`src/rtl/icu_pkg.sv`:
```
package icu_pkg;
  localparam int unsigned REG_W   = 16;
  localparam int unsigned TYPE_W  = 5;
  localparam int unsigned FLAG_BIT = 15;

  typedef enum logic {
    SEL_EOI  = 1'b0,
    SEL_POLL = 1'b1
  } reg_sel_e;

  function automatic logic [TYPE_W-1:0] lvl_type(input int lvl, input int tmr_type,
                                                 input int ext_base);
    if (lvl == 0) return TYPE_W'(tmr_type);
    return TYPE_W'(ext_base + lvl - 1);
  endfunction
endpackage

```
`src/rtl/icu_prio_enc.sv`:
```
module icu_prio_enc #(
  parameter int unsigned N = 5
) (
  input  logic [N-1:0] req_i,
  output logic         valid_o,
  output logic [N-1:0] onehot_o
);
  // lowest index wins
  always_comb begin
    onehot_o = '0;
    for (int i = int'(N) - 1; i >= 0; i--) begin
      if (req_i[i]) onehot_o = N'(1) << i;
    end
  end
  assign valid_o = |req_i;
endmodule

```
`src/rtl/icu_req_latch.sv`:
```
module icu_req_latch #(
  parameter int unsigned NUM_TMR = 3,
  parameter int unsigned NUM_EXT = 4,
  localparam int unsigned NUM_LVL = NUM_EXT + 1
) (
  input  logic               clk_i,
  input  logic               rst_ni,
  input  logic [NUM_TMR-1:0] tmr_req_i,
  input  logic [NUM_EXT-1:0] ext_req_i,
  input  logic [NUM_LVL-1:0] clr_i,
  output logic [NUM_LVL-1:0] pend_o
);
  logic [NUM_TMR-1:0] tmr_q;
  logic [NUM_EXT-1:0] ext_q;
  logic [NUM_LVL-1:0] rise;

  assign rise[0] = |(tmr_req_i & ~tmr_q);
  for (genvar g = 0; g < int'(NUM_EXT); g++) begin : g_ext
    assign rise[g+1] = ext_req_i[g] & ~ext_q[g];
  end

  always_ff @(posedge clk_i or negedge rst_ni) begin
    if (!rst_ni) begin
      tmr_q  <= '0;
      ext_q  <= '0;
      pend_o <= '0;
    end else begin
      tmr_q  <= tmr_req_i;
      ext_q  <= ext_req_i;
      pend_o <= (pend_o & ~clr_i) | rise;
    end
  end

  AST_PEND_HOLD: assert property (@(posedge clk_i) disable iff (!rst_ni)
    (clr_i == '0) |=> ((pend_o & $past(pend_o)) == $past(pend_o)));
endmodule

```
`src/rtl/icu_eoi_dec.sv`:
```
module icu_eoi_dec
  import icu_pkg::*;
#(
  parameter int unsigned NUM_LVL  = 5,
  parameter int unsigned TMR_TYPE = 8,
  parameter int unsigned EXT_BASE = 12
) (
  input  logic               clk_i,
  input  logic               rst_ni,
  input  logic               wr_i,
  input  logic [REG_W-1:0]   wdata_i,
  input  logic [NUM_LVL-1:0] isr_i,
  output logic [NUM_LVL-1:0] clr_o
);
  logic               nonspec;
  logic [TYPE_W-1:0]  typ;
  logic [NUM_LVL-1:0] top_oh;
  logic [NUM_LVL-1:0] hit;
  logic               top_v;

  assign nonspec = wdata_i[FLAG_BIT];
  assign typ     = wdata_i[TYPE_W-1:0];

  icu_prio_enc #(.N(NUM_LVL)) u_top (
    .req_i   (isr_i),
    .valid_o (top_v),
    .onehot_o(top_oh)
  );

  for (genvar g = 0; g < int'(NUM_LVL); g++) begin : g_hit
    assign hit[g] = (typ == lvl_type(g, int'(TMR_TYPE), int'(EXT_BASE)));
  end

  always_comb begin
    clr_o = '0;
    if (wr_i) clr_o = nonspec ? (top_v ? top_oh : '0) : (hit & isr_i);
  end

  AST_CLR_ONEHOT: assert property (@(posedge clk_i) disable iff (!rst_ni)
    $onehot0(clr_o));
endmodule

```
`src/rtl/icu_eoi_ctrl.sv`:
```
module icu_eoi_ctrl
  import icu_pkg::*;
#(
  parameter int unsigned NUM_TMR  = 3,
  parameter int unsigned NUM_EXT  = 4,
  parameter int unsigned TMR_TYPE = 8,
  parameter int unsigned EXT_BASE = 12,
  localparam int unsigned NUM_LVL = NUM_EXT + 1
) (
  input  logic               clk_i,
  input  logic               rst_ni,
  input  logic [NUM_TMR-1:0] tmr_req_i,
  input  logic [NUM_EXT-1:0] ext_req_i,
  input  logic               ack_i,
  input  logic               reg_addr_i,
  input  logic               reg_wr_i,
  input  logic [REG_W-1:0]   reg_wdata_i,
  output logic [REG_W-1:0]   reg_rdata_o,
  output logic [NUM_LVL-1:0] in_service_o
);
  logic [NUM_LVL-1:0] pend, isr, elig, grant_oh, pend_clr, eoi_clr, poll_oh;
  logic               grant_v, poll_v, eoi_wr;
  logic [TYPE_W-1:0]  poll_typ;

  assign eoi_wr = reg_wr_i && (reg_sel_e'(reg_addr_i) == SEL_EOI);

  icu_req_latch #(.NUM_TMR(NUM_TMR), .NUM_EXT(NUM_EXT)) u_latch (
    .clk_i    (clk_i),
    .rst_ni   (rst_ni),
    .tmr_req_i(tmr_req_i),
    .ext_req_i(ext_req_i),
    .clr_i    (pend_clr),
    .pend_o   (pend)
  );

  // a level is eligible only if no equal or more urgent level is in service
  always_comb begin
    logic run;
    run = 1'b0;
    for (int i = 0; i < int'(NUM_LVL); i++) begin
      run     = run | isr[i];
      elig[i] = ~run;
    end
  end

  icu_prio_enc #(.N(NUM_LVL)) u_grant (
    .req_i   (pend & elig),
    .valid_o (grant_v),
    .onehot_o(grant_oh)
  );

  assign pend_clr = (ack_i && grant_v) ? grant_oh : '0;

  icu_eoi_dec #(.NUM_LVL(NUM_LVL), .TMR_TYPE(TMR_TYPE), .EXT_BASE(EXT_BASE)) u_eoi (
    .clk_i  (clk_i),
    .rst_ni (rst_ni),
    .wr_i   (eoi_wr),
    .wdata_i(reg_wdata_i),
    .isr_i  (isr),
    .clr_o  (eoi_clr)
  );

  always_ff @(posedge clk_i or negedge rst_ni) begin
    if (!rst_ni) isr <= '0;
    else         isr <= (isr & ~eoi_clr) | pend_clr;
  end
  assign in_service_o = isr;

  icu_prio_enc #(.N(NUM_LVL)) u_poll (
    .req_i   (pend),
    .valid_o (poll_v),
    .onehot_o(poll_oh)
  );

  always_comb begin
    poll_typ = '0;
    for (int i = 0; i < int'(NUM_LVL); i++) begin
      if (poll_oh[i]) poll_typ |= lvl_type(i, int'(TMR_TYPE), int'(EXT_BASE));
    end
  end

  always_comb begin
    reg_rdata_o = '0;
    if (reg_sel_e'(reg_addr_i) == SEL_POLL) begin
      reg_rdata_o[FLAG_BIT]     = poll_v;
      reg_rdata_o[TYPE_W-1:0]   = poll_typ;
    end
  end

  AST_ONE_GRANT: assert property (@(posedge clk_i) disable iff (!rst_ni)
    1'b1 |=> ($countones(isr & ~$past(isr)) <= 1));
  AST_TMR_BLOCKS: assert property (@(posedge clk_i) disable iff (!rst_ni)
    (ack_i && isr[0] && !reg_wr_i) |=> $stable(isr));
  AST_NS_IDLE: assert property (@(posedge clk_i) disable iff (!rst_ni)
    (eoi_wr && reg_wdata_i[FLAG_BIT] && isr == '0 && !ack_i) |=> (isr == '0));
  AST_EOI_NO_SET: assert property (@(posedge clk_i) disable iff (!rst_ni)
    (reg_wr_i && !ack_i) |=> ((isr & ~$past(isr)) == '0));
endmodule

```
`config.mk`:
```
export PLATFORM = sky130hd
export DESIGN_NAME = icu_eoi_ctrl
export DESIGN_NICKNAME = d
export VERILOG_FILES = /design/src/rtl/icu_pkg.sv /design/src/rtl/icu_prio_enc.sv /design/src/rtl/icu_req_latch.sv /design/src/rtl/icu_eoi_dec.sv /design/src/rtl/icu_eoi_ctrl.sv
export SDC_FILE = /design/constraint.sdc
export NUM_CORES = 1
export LEC_CHECK = 0
export ABC_AREA = 0
export BUFFER_PORTS_ARGS = -buffer_cell sky130_fd_sc_hd__buf_2
export CAP_MARGIN = 0
export CELL_PAD_IN_SITES_DETAIL_PLACEMENT = 1
export CELL_PAD_IN_SITES_GLOBAL_PLACEMENT = 1
export CORE_ASPECT_RATIO = 0.6
export CORE_UTILIZATION = 33
export DETAILED_ROUTE_END_ITERATION = 10
export GPL_TIMING_DRIVEN = 0
export PLACE_DENSITY_LB_ADDON = 0.1
export SLEW_MARGIN = 10
export SYNTH_ARGS = -nofsm -noshare
export SYNTH_HDL_FRONTEND = slang
export SYNTH_HIERARCHICAL = 1
export SYNTH_SLANG_ARGS = --single-unit
```
`constraint.sdc`:
```
create_clock -name clk_i -period 2.5 [get_ports clk_i]
set_clock_uncertainty 0.2 [all_clocks]
set_input_delay 0.125 -clock clk_i [delete_from_list [all_inputs] [get_ports clk_i]]
set_output_delay 0.125 -clock clk_i [all_outputs]
set_load 0.02 [all_outputs]
```
# --- Word level (Yosys, flattened, before mapping) ---
# Index checks and enable logic that the tools add are counted.
classes:
  reduce_logical: 6
  n_bitwise: 28
  muxes: 28
  n_eq_ne: 5
op_table:
  columns: ["operator", "count"]
  rows:
  - ["5-bit two-way mux", 19]
  - ["5-bit by 4-bit == test with 1-bit output (second input constant)", 5]
  - ["4-bit two-way mux", 6]
  - ["5-bit AND", 4]
  - ["5-bit OR reduction", 3]
  - ["1-bit NOT", 10]
  - ["5-bit NOT", 2]
  - ["5-bit bitwise OR", 2]
  - ["1-bit AND", 4]
  - ["1-bit bitwise OR", 4]
  - ["3-bit AND", 1]
  - ["3-bit NOT", 1]
  - ["3-bit OR reduction", 1]
  - ["1-bit logical AND", 2]
  - ["1-bit two-way mux", 2]
  - ["2-bit two-way mux", 1]
totals:
  register_bits: 17
  out_inout_bits: 21

# --- Depth between registers and ports, before layout ---
logic_depth:
  depth_word: 15
  mapped_depth: 7
  ltp_nobuf: 7

# --- Cells and area by module ---
# Netlist, hierarchy kept.
modules_own_cells:
  columns: ["mod", "instances", "cells_each", "area_per_inst_um2"]
  rows:
  - ["icu_req_latch", 1, 29, 392.9]
  - ["icu_eoi_ctrl", 1, 45, 390.4]
  - ["icu_prio_enc", 3, 7, 57.6]
  - ["icu_eoi_dec", 1, 12, 113.9]

# --- Worst setup path after synthesis ---
# Ideal clock, no wire load.
synth_path:
  kind: "reg-to-reg"
  startpoint: "reg isr[2] (netlist: in_service_o[2])"
  endpoint: "reg isr[4] (netlist: in_service_o[4])"
  n_path_buf: 0
  arrival_time_ps: 1556
  path_stages_with_launch: 6
  path_slack_ps: 626
  required_ps: 2182
  path_cell_list: "dfrtp_1 -> nor4b_1 -> nor4_2 -> and2_1 -> and3_1 -> a21o_1"
synth_via:
  elab_chain_cells: 12
  elab_cells_between_ends: 25
  classes_between: "mux (12); bitwise (10); reduce/logical (3)"
synth_rtl:
  columns: ["item", "line", "source"]
  rows:
  - ["start, declared", "icu_eoi_ctrl.sv:21", "logic [NUM_LVL-1:0] pend, isr, elig, grant_oh, pend_clr, eoi_clr, poll_oh;"]
  - ["start signal, assigned", "icu_eoi_ctrl.sv:65", "else isr <= (isr & ~eoi_clr) | pend_clr;"]
  - ["1-bit bitwise OR *", "icu_eoi_ctrl.sv:41", "run = run | isr[i];"]
  - ["1-bit bitwise OR (2 in a row)", "icu_eoi_ctrl.sv:41", null]
  - ["1-bit NOT", "icu_eoi_ctrl.sv:42", "elig[i] = ~run;"]
  - ["5-bit AND *", "icu_eoi_ctrl.sv:47", ".req_i (pend & elig),"]
  - ["5-bit two-way mux (2 in a row)", "icu_prio_enc.sv:12", "if (req_i[i]) onehot_o = N'(1) << i;"]
  - ["5-bit two-way mux * (3 in a row)", "icu_prio_enc.sv:12", null]
  - ["named net grant_oh[4]", "icu_eoi_ctrl.sv:21", null]
  - ["5-bit two-way mux *", "icu_eoi_ctrl.sv:52", "assign pend_clr = (ack_i && grant_v) ? grant_oh : '0;"]
  - ["named net pend_clr[4]", "icu_eoi_ctrl.sv:21", null]
  - ["5-bit bitwise OR *", "icu_eoi_ctrl.sv:65", null]
# The timed path passes the listed nets; every way through them passes the cells marked *.

# --- Worst setup path in the final report ---
layout_path:
  startpoint: "reg u_latch.pend_o[0]"
  endpoint: "out reg_rdata_o[3]"
layout_via:
  elab_cells_between_ends: 7
  classes_between: "mux (7)"
layout_rtl:
  columns: ["item", "line", "source"]
  rows:
  - ["start, declared", "icu_req_latch.sv:11", "output logic [NUM_LVL-1:0] pend_o"]
  - ["start signal, assigned", "icu_req_latch.sv:30", "pend_o <= (pend_o & ~clr_i) | rise;"]
  - ["5-bit two-way mux", "icu_prio_enc.sv:12", null]
  - ["named net poll_oh[4]", "icu_eoi_ctrl.sv:21", null]
  - ["4-bit two-way mux", "icu_eoi_ctrl.sv:78", "if (poll_oh[i]) poll_typ |= lvl_type(i, int'(TMR_TYPE), int'(EXT_BASE));"]
  - ["4-bit two-way mux", "icu_eoi_ctrl.sv:84", "if (reg_sel_e'(reg_addr_i) == SEL_POLL) begin"]
  - ["end, declared", "icu_eoi_ctrl.sv:18", "output logic [REG_W-1:0] reg_rdata_o,"]
# The timed path passes the listed nets, and every way through them passes these cells.

==> summary.md <==
| Metric | Value |
|---|---|
| Result of the run | finished, final reports clean |
| First-pass GRT wire length | 4170 um |
| Longest Clk Path Bufs | 2 |
| Top-area cell type share of the netlist area | 0.398 |
| Instance count on the critical path | 5 |
| Number of warnings issued by yosys | 6 |
| Number of antenna violations at the first check in global routing | 0 |
| DR vias/cell | 4.63 |
| RePlAce Congestion | 0.762 |
| Cell taking the most area after synthesis | sky130_fd_sc_hd__dfrtp_1 |
| Die width | 75.5 um |
| Insertion delay of the later-clocked pin in the worst-skew pair | 240 ps |
| Setup repair after global routing missed its margin | no |
| Share of synthesized cell area in full adder, half adder and majority cells | 0 |
| Cell-internal power | between 0.6 and 0.7 mW |
| Maximum level of the CTS H-tree | 1 |
| Share of the synthesized netlist area taken by xor and xnor gates | 0 |
| Number of placement rows | 15 |
| Area of the placeable core | around 0.003 mm^2 |
| Total of buffers placed on input and output ports | 27 |
| Standby leakage power | 0.739 nW |
| MaxCap Viol Count | 0 |
| Post-route clock period utilization | 0.876 |
| Startpoint Class | register |
| Area of the die | 0.00348 mm^2 |
| Slowest cell delay on critical path | roughly 540 ps |
| Max IR drop VDD | ~0.34 mV |
| Routed wire length | 2610 um |
| Shortest period the worst path allows | 2190 ps |
| Number of setup violations in the final report | 0 |
| Fraction of final layout cells sized beyond drive strength 1 | 0.333 |
| ANT cells | 0 |
| HPWL Detailed | around 2100 um |
| Final Max Tran Viols | 0 |
| Share of total power consumed by net switching | 0.396 |
| Register clock-pin slew on the reported worst setup and hold paths | 60 ps |
| Kind of end point of the critical path | primary output |
| Most repeated cell in the gate-level netlist after synthesis | sky130_fd_sc_hd__dfrtp_1 |
| CTS Buf Count | 3 |
| Top cells by instance count after synthesis | 17 x sky130_fd_sc_hd__dfrtp_1, 14 x sky130_fd_sc_hd__buf_4, 14 x sky130_fd_sc_hd__inv_1, 7 x sky130_fd_sc_hd__and3_1 |
| Layout-stage area growth over the synthesis result | 32.7% |
| Sequential-to-total area share from yosys stat | 0.398 |
| Class of the worst hold path | in -> reg |
| Maximum clock rate | 457 MHz |
| Simple-gate portion of the synthesized area | 0.311 |
| Starting density of the core | 0.361 |
| Fin Setup TNS | 0 ps |
| Clk Tree Root Cell | sky130_fd_sc_hd__clkbuf_8 |
| Gate family responsible for the most delay along the worst path | simple AND/OR/NAND/NOR gates |
| Crit path DAT | roughly 1900 ps |
| Count of cell types in the netlist | 24 |
| Hold Violations, Final | 0 |
| Via total after detailed routing | 916 |
| Number of global-route vias before repair | just over 900 |
| Clock tree from TritonCTS | yes |
| Critical Path, Cell by Cell | nor4_2, and2_1, or4_1, o21a_1, buf_2 |
| Combined buffer and inverter count along the critical path | 1 |
| Maximum number of pins on one net before global-route repair | 18 |
| I/O pin total | 49 |
| Share of cell area taken by muxes after synthesis | 0 |
| Comb pwr share | 0.404 |
| DRC violation count after routing | 0 |
| Critical path start-end classification | reg -> out |
| Ys async rst share | 1.00 |
| First-pass iteration count of the detailed router | 4 |
| Flop and latch count out of synthesis | 17 |
| Largest family of logic cells by synthesized area | simple AND/OR/NAND/NOR gates |
| Die Span Y | 46.1 um |
| Netlist area before placement | between 0.001 and 0.0015 mm^2 |
| Routed wire per std cell | about 13 um |
| Utilization of the core after routing | 0.479 |
| Count of nets left with antenna violations after detail routing | 0 |
| Rel. slew slack | 0.562 |
| Power density over the cells | slightly below 800 mW/mm^2 |
| Synth Area in Compound Gates | 0.140 |
| Overall routing resource usage | 0.169 |
| Crit Path Max Fanout | 7 |
| Hold path depth | 3 |
| Sequential group share of total power | 0.419 |
| Pin slew with the least headroom to its limit | 648 ps |
| Cell count after synthesis | about 110 |
| DRT iter0 DRCs | 22 |
| Largest cells by area after synthesis | sky130_fd_sc_hd__dfrtp_1 40%, sky130_fd_sc_hd__buf_4 9.8%, sky130_fd_sc_hd__inv_1 4.9% |
| Clock share of power | 0.176 |
| Clock sinks | 17 |
| Overflow left after global routing | 0 |
| Nets | 185 |
| CP required | between 2000 and 2500 ps |
| Register-to-Register Path Depth | 6 |
| Sw power | ~0.44 mW |
| Cell at the slowest stage of the critical path | sky130_fd_sc_hd__or4_1 |
| Post-synth EDFFs | 0 |
| Most used DFF post-synth | sky130_fd_sc_hd__dfrtp_1 |
| Mean cell area of the mapped netlist | approximately 10 um^2 |
-- layout by cell type (no fill, tap or decap), types with 5 or more instances in the layout --
master                          instances
sky130_fd_sc_hd__buf_2                 27
sky130_fd_sc_hd__dfrtp_1               17
sky130_fd_sc_hd__inv_1                 14
sky130_fd_sc_hd__buf_4                 14
sky130_fd_sc_hd__conb_1                11
sky130_fd_sc_hd__dlygate4sd3_1          8
sky130_fd_sc_hd__and3_1                 7
sky130_fd_sc_hd__and2_1                 6
sky130_fd_sc_hd__nand2b_1               6
sky130_fd_sc_hd__a32o_1                 5
-- power by group through the flow --
| stage | Combinational, mW | Sequential (mW) | Clock [mW] |
|---|---|---|---|
| finish | 0.452 | 0.468 | 0.197 |
| global route | 0.496 | 0.486 | 0.218 |
| CTS | 0.453 | 0.470 | 0.204 |
| detailed placement | 0.442 | 0.473 | 0 |
| global placement | 0.420 | 0.470 | 0 |
| floorplan | 0.279 | 0.485 | 0 |
-- repair_timing --
action | in CTS | in global routing
hold endpoints to repair | 29 | 0
setup buffers | 0 | 0
resized for setup | 0 | 0
hold buffers | 8 | 0
-- kinds of logic after synthesis --
logic type | after synthesis
and+or+nand+nor | 43
DFF | 17
buffers and inverters | 28
AOI/OAI and AO/OA | 18
other | 1
-- worst paths after layout --
check	start	slack, ps	endpoint
worst max register to register	in_service_o[1]	360	u_latch/pend_o[0]
max in group asynchronous	rst_ni	1700	in_service_o[3]
worst min register to register	u_latch/ext_q[1]	220	u_latch/pend_o[2]
worst max-delay path	u_latch/pend_o[0]	310	reg_rdata_o[3]
worst min-delay path	ack_i	110	u_latch/pend_o[1]
min in group asynchronous	rst_ni	120	u_latch/pend_o[0]
-- layer usage --
| metal | routed length, um | track usage |
|---|---|---|
| met5 | 0 | 0 |
| met4 | 0 | 0.0296 |
| met3 | 198 | 0.0460 |
| met2 | 1270 | 0.304 |
| met1 | 1140 | 0.208 |
-- sequential cells by signal, indices dropped and copies added (netlist names) --
signal	count
in_service_o	5
u_latch/pend_o	5
u_latch/ext_q	4
u_latch/tmr_q	3
-- area by class of cell --
class / count / area (um^2)
multi-input combinational: 72 / 524
clock buffer: 4 / 45.0
timing repair buffer: 35 / 215
buffer: 14 / 105
inverter: 14 / 52.6
fill: 370 / 1550
sequential: 17 / 425
tap: 42 / 52.6
-- through the flow --
step / power [mW] / hold slack [ps] / std cells / area [um^2] / setup slack (ps)
CTS: 1.13 / 101 / 198 / 1420 / 285
detailed placement: 0.915 / -129 / 186 / 1290 / 377
floorplan: 0.764 / -371 / 117 / 1110 / 626
global placement: 0.889 / -139 / 186 / 1290 / 534
finish: 1.12 / 110 / 198 / 1420 / 311
global route: 1.20 / 124 / 198 / 1420 / 182
-- worst reg2reg max path, stage by stage (launching register included) --
cell	delay, ps
sky130_fd_sc_hd__dfrtp_1	480
sky130_fd_sc_hd__nor4b_1	630
sky130_fd_sc_hd__nor4_2	110
sky130_fd_sc_hd__nand2b_1	160
sky130_fd_sc_hd__and3_1	190
sky130_fd_sc_hd__nand2b_1	130
sky130_fd_sc_hd__o2111ai_2	100
Note: power is estimated with default switching activity, not from simulation.
